$ cat src/rtl/mode_unlock_bank.sv
module mode_unlock_bank #(
  parameter int PORT_W = 3,
  parameter int DATA_W = 8,
  parameter int CTRL_PORT = 7,
  parameter logic [DATA_W-1:0] KEY0 = 8'h07,
  parameter logic [DATA_W-1:0] KEY1 = 8'h0D,
  parameter logic [DATA_W-1:0] KEY2 = 8'h06,
  parameter logic [DATA_W-1:0] KEY3 = 8'h12
) (
  input  logic              clk,
  input  logic              rst_n,
  input  logic              wr_en,
  input  logic [PORT_W-1:0] wr_port,
  input  logic [DATA_W-1:0] wr_data,
  output logic              enh_mode,
  output logic [1:0]        bank_sel
);
  localparam logic [PORT_W-1:0] CTRL = CTRL_PORT[PORT_W-1:0];

  logic [1:0]        step;
  logic [DATA_W-1:0] want;

  always_comb begin
    case (step)
      2'd0:    want = KEY0;
      2'd1:    want = KEY1;
      2'd2:    want = KEY2;
      default: want = KEY3;
    endcase
  end

  wire       ctrl_wr = wr_en && (wr_port == CTRL);
  wire       othr_wr = wr_en && (wr_port != CTRL);
  wire [1:0] code    = wr_data[DATA_W-1 -: 2];

  always_ff @(posedge clk) begin
    if (!rst_n) begin
      enh_mode <= 1'b0;
      bank_sel <= 2'd0;
      step     <= 2'd0;
    end else if (!enh_mode) begin
      if (othr_wr) begin
        step <= 2'd0;
      end else if (ctrl_wr) begin
        if (wr_data == want) begin
          if (step == 2'd3) begin
            enh_mode <= 1'b1;
            bank_sel <= 2'd0;
            step     <= 2'd0;
          end else begin
            step <= step + 2'd1;
          end
        end else begin
          step <= (wr_data == KEY0) ? 2'd1 : 2'd0;
        end
      end
    end else if (ctrl_wr && code != 2'b11) begin
      bank_sel <= code;
    end
  end
endmodule


$ cat config.mk
export PLATFORM = sky130hd
export DESIGN_NAME = mode_unlock_bank
export DESIGN_NICKNAME = d
export VERILOG_FILES = /design/src/rtl/mode_unlock_bank.sv
export SDC_FILE = /design/constraint.sdc
export NUM_CORES = 1
export LEC_CHECK = 0
export BUFFER_PORTS_ARGS = -buffer_cell sky130_fd_sc_hd__buf_2
export CAP_MARGIN = 20
export CORE_UTILIZATION = 30
export CTS_CLUSTER_DIAMETER = 200
export DETAILED_ROUTE_END_ITERATION = 6
export PLACE_DENSITY = 0.6
export SLEW_MARGIN = 20
export SYNTH_ARGS = -nofsm -noshare
export SYNTH_HDL_FRONTEND = slang
export SYNTH_SLANG_ARGS = --single-unit
$ cat constraint.sdc
create_clock -name clk -period 1.9 [get_ports clk]
set_input_delay 0.19 -clock clk [delete_from_list [all_inputs] [get_ports clk]]
set_output_delay 0.19 -clock clk [all_outputs]
set_load 0.02 [all_outputs]
Yosys cells after proc, flatten, opt, wreduce, memory -nomap -nowiden

Index checks and enable logic that the tools add are counted.

Flip-flop bits (word level): 5
Memories: 0
Latch bits: 0
Memory bits (read-only): 0
Memory bits (writable): 0

Multiplexer cells: 17
Shift-type cells: 0
Multipliers: 0
Magnitude comparators: 0
Div/mod/pow operators: 0
Reduce and logical (&&, ||, !) cells: 10
Eq/ne operators: 10
Add/sub/neg operators: 1
Bitwise logic cells: 1

Operators by type and width:

| kind                                                                    | count |
|---|---|
| 2-bit 2-to-1 mux                                                        | 10 |
| 5-bit case mux with 3 select lines                                      | 1 |
| 8-bit by 3-bit == test with 1-bit output, second input constant         | 1 |
| 8-bit == test                                                           | 1 |
| 2-bit nonzero test                                                      | 4 |
| 1-bit 2-to-1 mux                                                        | 6 |
| 5-bit AND reduction                                                     | 1 |
| 2-bit == test, second input constant                                    | 2 |
| 2-bit inequality test, second input constant                            | 2 |
| 3-bit == test, second input constant                                    | 1 |
| 1-bit logical AND                                                       | 3 |
| 3-bit inequality test, second input constant                            | 1 |
| 2-bit by 1-bit adder with 2-bit output, second input constant           | 1 |
| 2-bit by 1-bit == test with 1-bit output, second input constant         | 1 |
| 2-bit zero test                                                         | 1 |
| 2-bit by 1-bit inequality test with 1-bit output, second input constant | 1 |
| 2-bit AND reduction                                                     | 1 |
| 1-bit NOT                                                               | 1 |

Longest topological paths before layout

Gate-level depths: netlist (run 1).

Depth in word-level cells: 7
Depth in mapped cells: 7
Depth with buffers taken out: 7

Worst setup path after synthesis (run 1)

No wires, ideal clock.

Kind: reg2reg
From: register step[0]
To: register step[0]
Setup slack: 0.253 ns
Buffers on the path: 0
Cell stages (with the launch flop): 8
Clock period less this slack: 1.647 ns
Data arrival time: 1.524 ns
Cells stage by stage: dfxtp_1 > inv_1 > ha_1 > or3b_1 > nand4_2 > o21ba_1 > nor3_2 > nor4_2

Word-level cells in the longest chain between the ends: 6
Elaborated cells on any way between the ends: 11
Those cells by class: add/sub (1); eq/ne (4); mux (5); reduce/logical (1)

Ends and longest elaborated chain:

| item                                  | RTL line | source |
|---|---|---|
| start, declared                       | 20       | `logic [1:0] step;` |
| start signal, assigned                | 51       | `step <= step + 2'd1;` |
| start signal, assigned                | 54       | `step <= (wr_data == KEY0) ? 2'd1 : 2'd0;` |
| 2-bit == test (tied with other cells) | 24       | `case (step)` |
| 5-bit case mux with 3 select lines    | 24       |  |
| 8-bit == test                         | 45       | `if (wr_data == want) begin` |
| 2-bit 2-to-1 mux *                    | 45       |  |
| 2-bit 2-to-1 mux *                    | 44       | `end else if (ctrl_wr) begin` |
| 2-bit 2-to-1 mux *                    | 42       | `if (othr_wr) begin` |

Every way passes the cells marked *; elsewhere a longest branch is shown, timed or not. The select of a mux whose other input is x is not followed.
A chain may end at the register's enable or synchronous reset.

Worst setup path after layout (run 1)

Ends and elaborated chain as after synthesis.

==> results of run 1 <==
## worst max-delay path: cells and delay by family, from the launching register on
family,cells,cell delay (ns)
fa+ha+maj,1,0.21
simple gates,4,0.76
compound gates,1,0.17
flops,1,0.43
buf+inv,1,0.08
## logic make-up after synthesis
family                     share of synthesized area (%)
muxes                                               2.46
xor gates and xnor gates                            4.31
and+or+nand+nor                                     43.4
buffers and inverters                               1.85
adders and majority gates                           12.3
AOI/OAI and AO/OA                                   11.1
DFF                                                 24.6
## report_power, final
group | switching (uW) | total, uW | internal [uW]
clock | 46.0 | 126 | 79.6
combinational | 20.2 | 42.2 | 22.0
sequential | 1.26 | 107 | 106
total | 67.5 | 275 | 207
## per-layer routing
| layer | global-route usage (%) | vias up | part of all wire [%] |
|---|---|---|---|
| met5 | 0 | - | 0 |
| met3 | 1.73 | 0 | 5.5 |
| met2 | 23.8 | 15 | 47 |
| li1 | - | 211 | - |
| met1 | 14.2 | 182 | 47 |
| met4 | 7.76 | 0 | 0 |
## cell type report
| class | instances | area, sq um |
|---|---|---|
| repair buffers | 16 | 80.1 |
| inverters | 2 | 7.51 |
| well taps | 14 | 17.5 |
| clock buffers | 4 | 26.3 |
| fillers | 123 | 656 |
| multi-input cells | 40 | 299 |
| flip-flops and latches | 5 | 100 |
## metrics by stage
stage / area, sq um / util, % / instances
finish: 531 / 44.7 / 81
detailed placement: 504 / 42.5 / 77
CTS: 531 / 44.7 / 81
global placement: 504 / 42.5 / 77
global route: 531 / 44.7 / 81
floorplan: 407 / - / 47
## worst min path at each step
stage | startpoint | to
final | rst_n | enh_mode$_SDFF_PN0_
after global routing | rst_n | enh_mode$_SDFF_PN0_
after CTS | rst_n | enh_mode$_SDFF_PN0_
after detailed placement | rst_n | enh_mode$_SDFF_PN0_
after global placement | rst_n | enh_mode$_SDFF_PN0_
after floorplan | rst_n | enh_mode$_SDFF_PN0_
## cell usage in the layout, fill, tap and decap left out
cell	Yosys	final
clkbuf_4	0	3
nor3_2	2	2
o21a_1	1	1
nor2_1	5	5
xor2_1	1	1
a21oi_1	2	2
nand2_1	1	1
nor3b_1	1	1
o21ba_1	1	1
ha_1	4	4
nor3_1	3	3
inv_1	2	2
nand2b_1	1	1
dfxtp_1	5	5
nor4b_1	3	3
nor4_2	1	1
mux2i_1	1	1
clkbuf_1	0	1
buf_2	0	16
nor2b_1	2	2
xnor2_1	1	1
and3_2	1	1
or3b_1	1	1
nand4_2	1	1
o21bai_1	1	1
nand3_1	2	2
o21ai_0	2	2
and3b_1	1	1
nand4_1	1	1
## sequential cells by signal, summed over array words and instances, names as in the netlist
| name | cells |
|---|---|
| bank_sel | 2 |
| step | 2 |
| enh_mode | 1 |
==> results.toml, run 1 <==
[setup_path]
timing.rr.start = "step[0]$_SDFFE_PN0P_"
worstPathRequired_ns = 2.03
crit_fanout = 6
rr_endpoint = "step[0]$_SDFFE_PN0P_"
critical-path-max-stage-delay_ns = 0.43
crit_slowest_cell = "dfxtp_1"
ff2ff_path_depth = 7
crit_start = "step[0]$_SDFFE_PN0P_"
path_cells = "inv_1 -> ha_1 -> or3b_1 -> nand4_2 -> o21ba_1 -> nor3_2 -> nor4_2"
end_kind = "register"
r2r_slack_ns = 0.13
path_class = "register to register"
worst_ep_arrival_time_ns = 1.90
crit_end = "step[0]$_SDFFE_PN0P_"
cp-start-kind = "register"

[logic_synthesis]
syn-cell-area_sq_um = 407
synth_edf_count = 0
ys_ff_latch = 5
async_reset_ff_share_pct = 0
synth.area.top_cells = "dfxtp_1, ha_1, nor4b_1"
avgSynthCellArea_sq_um = 8.65
yosys.area.top_type = "dfxtp_1"
yosysWarningCount = 0
synth_top_area_share_pct = 24.6
synth.distinct_cells = 26
synth_ff_type = "dfxtp_1"
synthTopCellsByCount = "dfxtp_1, nor2_1, ha_1"
ys_seq_area_share_pct = 24.6
synth_fp_nets = 65
syn_inst = 47

[power_and_ir_drop]
leakagePower_uw = 0.000230
power_uw = 275
power_density_nw_per_um2 = 518
ir_drop_mv = 0.305

[clock_tree]
clk_latency_ns = 0.24
post_cts_resized = 0
cts_tree = "yes"
post_cts_buffers = 0
h-tree-depth = 1
ctsHoldBuffers = 0
cts.path.max_buffers = 2
clockRootBuffer = "clkbuf_4"
numCtsBuffers = 3
clock-sinks = 5
clkTransAtPathRegs_ns = 0.05

[timing]
rsz0062_at_grt = "false"
maxSlewHeadroom_pct = 76.5
layout_min_cycle_time_ns = 1.77
setup_violations = 0
setup_ws_ns = 0.130
finalClockSkew_ns = 0.00230
holdWs_ns = 0.218
period_share_pct = 93.2
max_freq_ghz = 0.565
slew_violations = 0
tightest_slew_ns = 0.350
setup_tns_ns = 0
hold_viol = 0

[routing]
vias = 408
first_pass_iters = 4
drtIter0Drc = 7
wl_microns = 817
ant_nets = 0
wl_per_cell_microns = 10.1
drt_drc_violations_left = 0
routed_via_density = 5.04

[placed_design]
dp_hpwl_microns = 669
place.port_buffers = 16
gp_congestion = 0.841
dp_slack_ns = 0.149

[layout]
fin_nets = 86
n_antenna_cell = 0
layout-drive-gt1-share_pct = 35.8
syn2layout_area_growth_pct = 30.5

[grt]
grt_start_max_net_pins = 7
grt_pass1_vias = 369
overflow = 0
grt_first_pass_wirelength_microns = 1350
grt_antenna_before_repair = 0
track_usage_pct = 13.1

[run_status]
status = "finished clean"

[floorplan]
die_x_microns = 38.8
coreArea_sq_um = 1190
start_util_pct = 34.3
die_h_microns = 38.8
rows = 12
ios = 17
dieArea_sq_um = 1510

[worst_hold_path]
whs_path_depth = 2
hp-class = "input pin to register"

[run]
maxCapViolCount = 0
No activity file was read; power rests on OpenSTA's default activity.
==> run 2, diff against run 1 <==
--- a/config.mk
+++ b/config.mk
@@ -10,7 +10,7 @@
 export CORE_UTILIZATION = 30
 export CTS_CLUSTER_DIAMETER = 200
 export DETAILED_ROUTE_END_ITERATION = 6
-export PLACE_DENSITY = 0.6
+export PLACE_DENSITY = 0.62
 export SLEW_MARGIN = 20
 export SYNTH_ARGS = -nofsm -noshare
 export SYNTH_HDL_FRONTEND = slang
==> constraint.sdc (replaced) <==
create_clock -name clk -period 1.5 [get_ports clk]
set_input_delay 0.15 -clock clk [delete_from_list [all_inputs] [get_ports clk]]
set_output_delay 0.15 -clock clk [all_outputs]
set_load 0.02 [all_outputs]
==> results.toml, run 2 (synthesis results as in run 1) <==
[worst_hold_path]
min-delay-start = "rst_n"
whs_endpoint = "enh_mode$_SDFF_PN0_"
hp-class = "input pin to register"
whs_path_depth = 2

[routing]
first_pass_iters = 2
routed_via_density = 5.00
wl_per_cell_microns = 11.9
ant_nets = 0
wl_microns = 1020
vias = 430
drtIter0Drc = 1
drt_drc_violations_left = 0

[setup_path]
critical-path-max-stage-delay_ns = 0.39
path_class = "register to register"
cp-start-kind = "register"
r2r_slack_ns = -0.02
timing.rr.start = "step[0]$_SDFFE_PN0P_"
path_cells = "inv_4 -> ha_4 -> or3b_4 -> nand4_4 -> o21ba_4 -> nor3_4 -> nor4_2"
ff2ff_path_depth = 7
worst_ep_arrival_time_ns = 1.64
worstPathRequired_ns = 1.62
crit_slowest_cell = "dfxtp_4"
crit_fanout = 5
rr_endpoint = "step[0]$_SDFFE_PN0P_"
end_kind = "register"

[run_status]
status = "complete, but fails checks"
violations = "setup timing"

[clock_tree]
clock-sinks = 5
h-tree-depth = 1
numCtsBuffers = 3
cts.path.max_buffers = 2
cts_tree = "yes"
clockRootBuffer = "clkbuf_4"
ctsHoldBuffers = 0
clkTransAtPathRegs_ns = 0.05
clk_latency_ns = 0.24

[floorplan]
dieArea_sq_um = 1510
start_util_pct = 34.3
rows = 12
ios = 17
die_h_microns = 38.8
coreArea_sq_um = 1190
die_x_microns = 38.8

[layout]
utilization_pct = 55.5
layout-drive-gt1-share_pct = 59.7
fin_nets = 91
final_cell_mix = "buf_2, nor2_1, buf_4"
design_area_sq_um = 658
mostFrequentLayoutCell = "buf_2"
n_antenna_cell = 0
syn2layout_area_growth_pct = 61.8
top_regs = "bank_sel x2, step x2, enh_mode x1"

[power_and_ir_drop]
power_density_nw_per_um2 = 565
leakagePower_uw = 0.000264
ir_drop_mv = 0.450

[placed_design]
dp_hpwl_microns = 704
dp_slack_ns = -0.0884
gp_congestion = 0.792
place.port_buffers = 16
place_area_sq_um = 544

[timing]
rsz0062_at_grt = "true"
period_share_pct = 101
slew_violations = 0
max_freq_ghz = 0.659
setup_ws_ns = -0.0169
layout_min_cycle_time_ns = 1.52
tightest_slew_ns = 0.530
setup_violations = 2
finalClockSkew_ns = 0.00664
maxSlewHeadroom_pct = 64.2
hold_viol = 0

[grt]
grt_first_pass_wirelength_microns = 1690
grt_pass1_vias = 439
grt_antenna_before_repair = 0
grt_start_max_net_pins = 7
track_usage_pct = 16.4
overflow = 0

[run]
maxCapViolCount = 0
[run 2: cell count changes in the layout (fill, tap and decap cells not counted), sizes merged]
| cell | previous run | this run |
|---|---|---|
| buf | 16 | 21 |
[run 2: per-stage QoR]
step	hold WS (ns)	power [uW]	instances	setup TNS, ns
floorplan	0.268	165	47	-0.0348
global placement	0.412	196	81	-0.0533
detailed placement	0.415	196	81	-0.118
CTS	0.170	367	86	-0.0630
global route	0.186	388	86	-0.277
finish	0.167	372	86	-0.0195
[run 2: per-layer routing]
metal / part of all wire, % / vias up / global-route usage (%) / wire length [microns]
li1: - / 223 / - / -
met1: 41 / 196 / 17.1 / 418
met2: 55 / 11 / 32.9 / 563
met3: 4.2 / 0 / 1.73 / 43
met4: 0 / 0 / 5.17 / 0
met5: 0 / - / 0 / 0
[run 2: cell type report]
| type | instances | area, sq um |
|---|---|---|
| Sequential cell | 5 | 105 |
| Fill cell | 104 | 528 |
| Inverter | 2 | 10.0 |
| Clock buffer | 4 | 26.3 |
| Multi-Input combinational cell | 40 | 378 |
| Tap cell | 14 | 17.5 |
| Timing Repair Buffer | 21 | 121 |
[run 2: worst max-delay path by stage]
stage / start / slack, ns / end / cells past startpoint
after floorplan: step[1]$_SDFFE_PN0P_ / -0.03 / step[0]$_SDFFE_PN0P_ / 7
final: step[0]$_SDFFE_PN0P_ / -0.02 / step[0]$_SDFFE_PN0P_ / 7
after CTS: step[0]$_SDFFE_PN0P_ / -0.06 / step[0]$_SDFFE_PN0P_ / 7
after detailed placement: step[0]$_SDFFE_PN0P_ / -0.09 / step[0]$_SDFFE_PN0P_ / 6
after global routing: step[0]$_SDFFE_PN0P_ / -0.1 / step[0]$_SDFFE_PN0P_ / 7
after global placement: step[0]$_SDFFE_PN0P_ / -0.05 / step[0]$_SDFFE_PN0P_ / 6
[run 2: critical path, delay by kind of cell (launching register included)]
kind                     cells  cell delay [ns]
AO/OA/AOI/OAI                1             0.18
adder cells (fa/ha/maj)      1             0.15
buffers and inverters        1             0.04
flip-flops                   1             0.39
AND/OR/NAND/NOR              4             0.64
[run 2: power breakdown]
part           switching, uW  leakage, uW  internal [uW]
clock network           54.8    0.0000150            101
registers               2.13    0.0000416            133
logic                   36.3     0.000208           45.0
[run 2: repair_timing]
item                       in CTS  in global routing
pin swaps                       4                  1
setup endpoints to repair       4                  5
resized for setup               7                  8
buffers inserted                1                  0
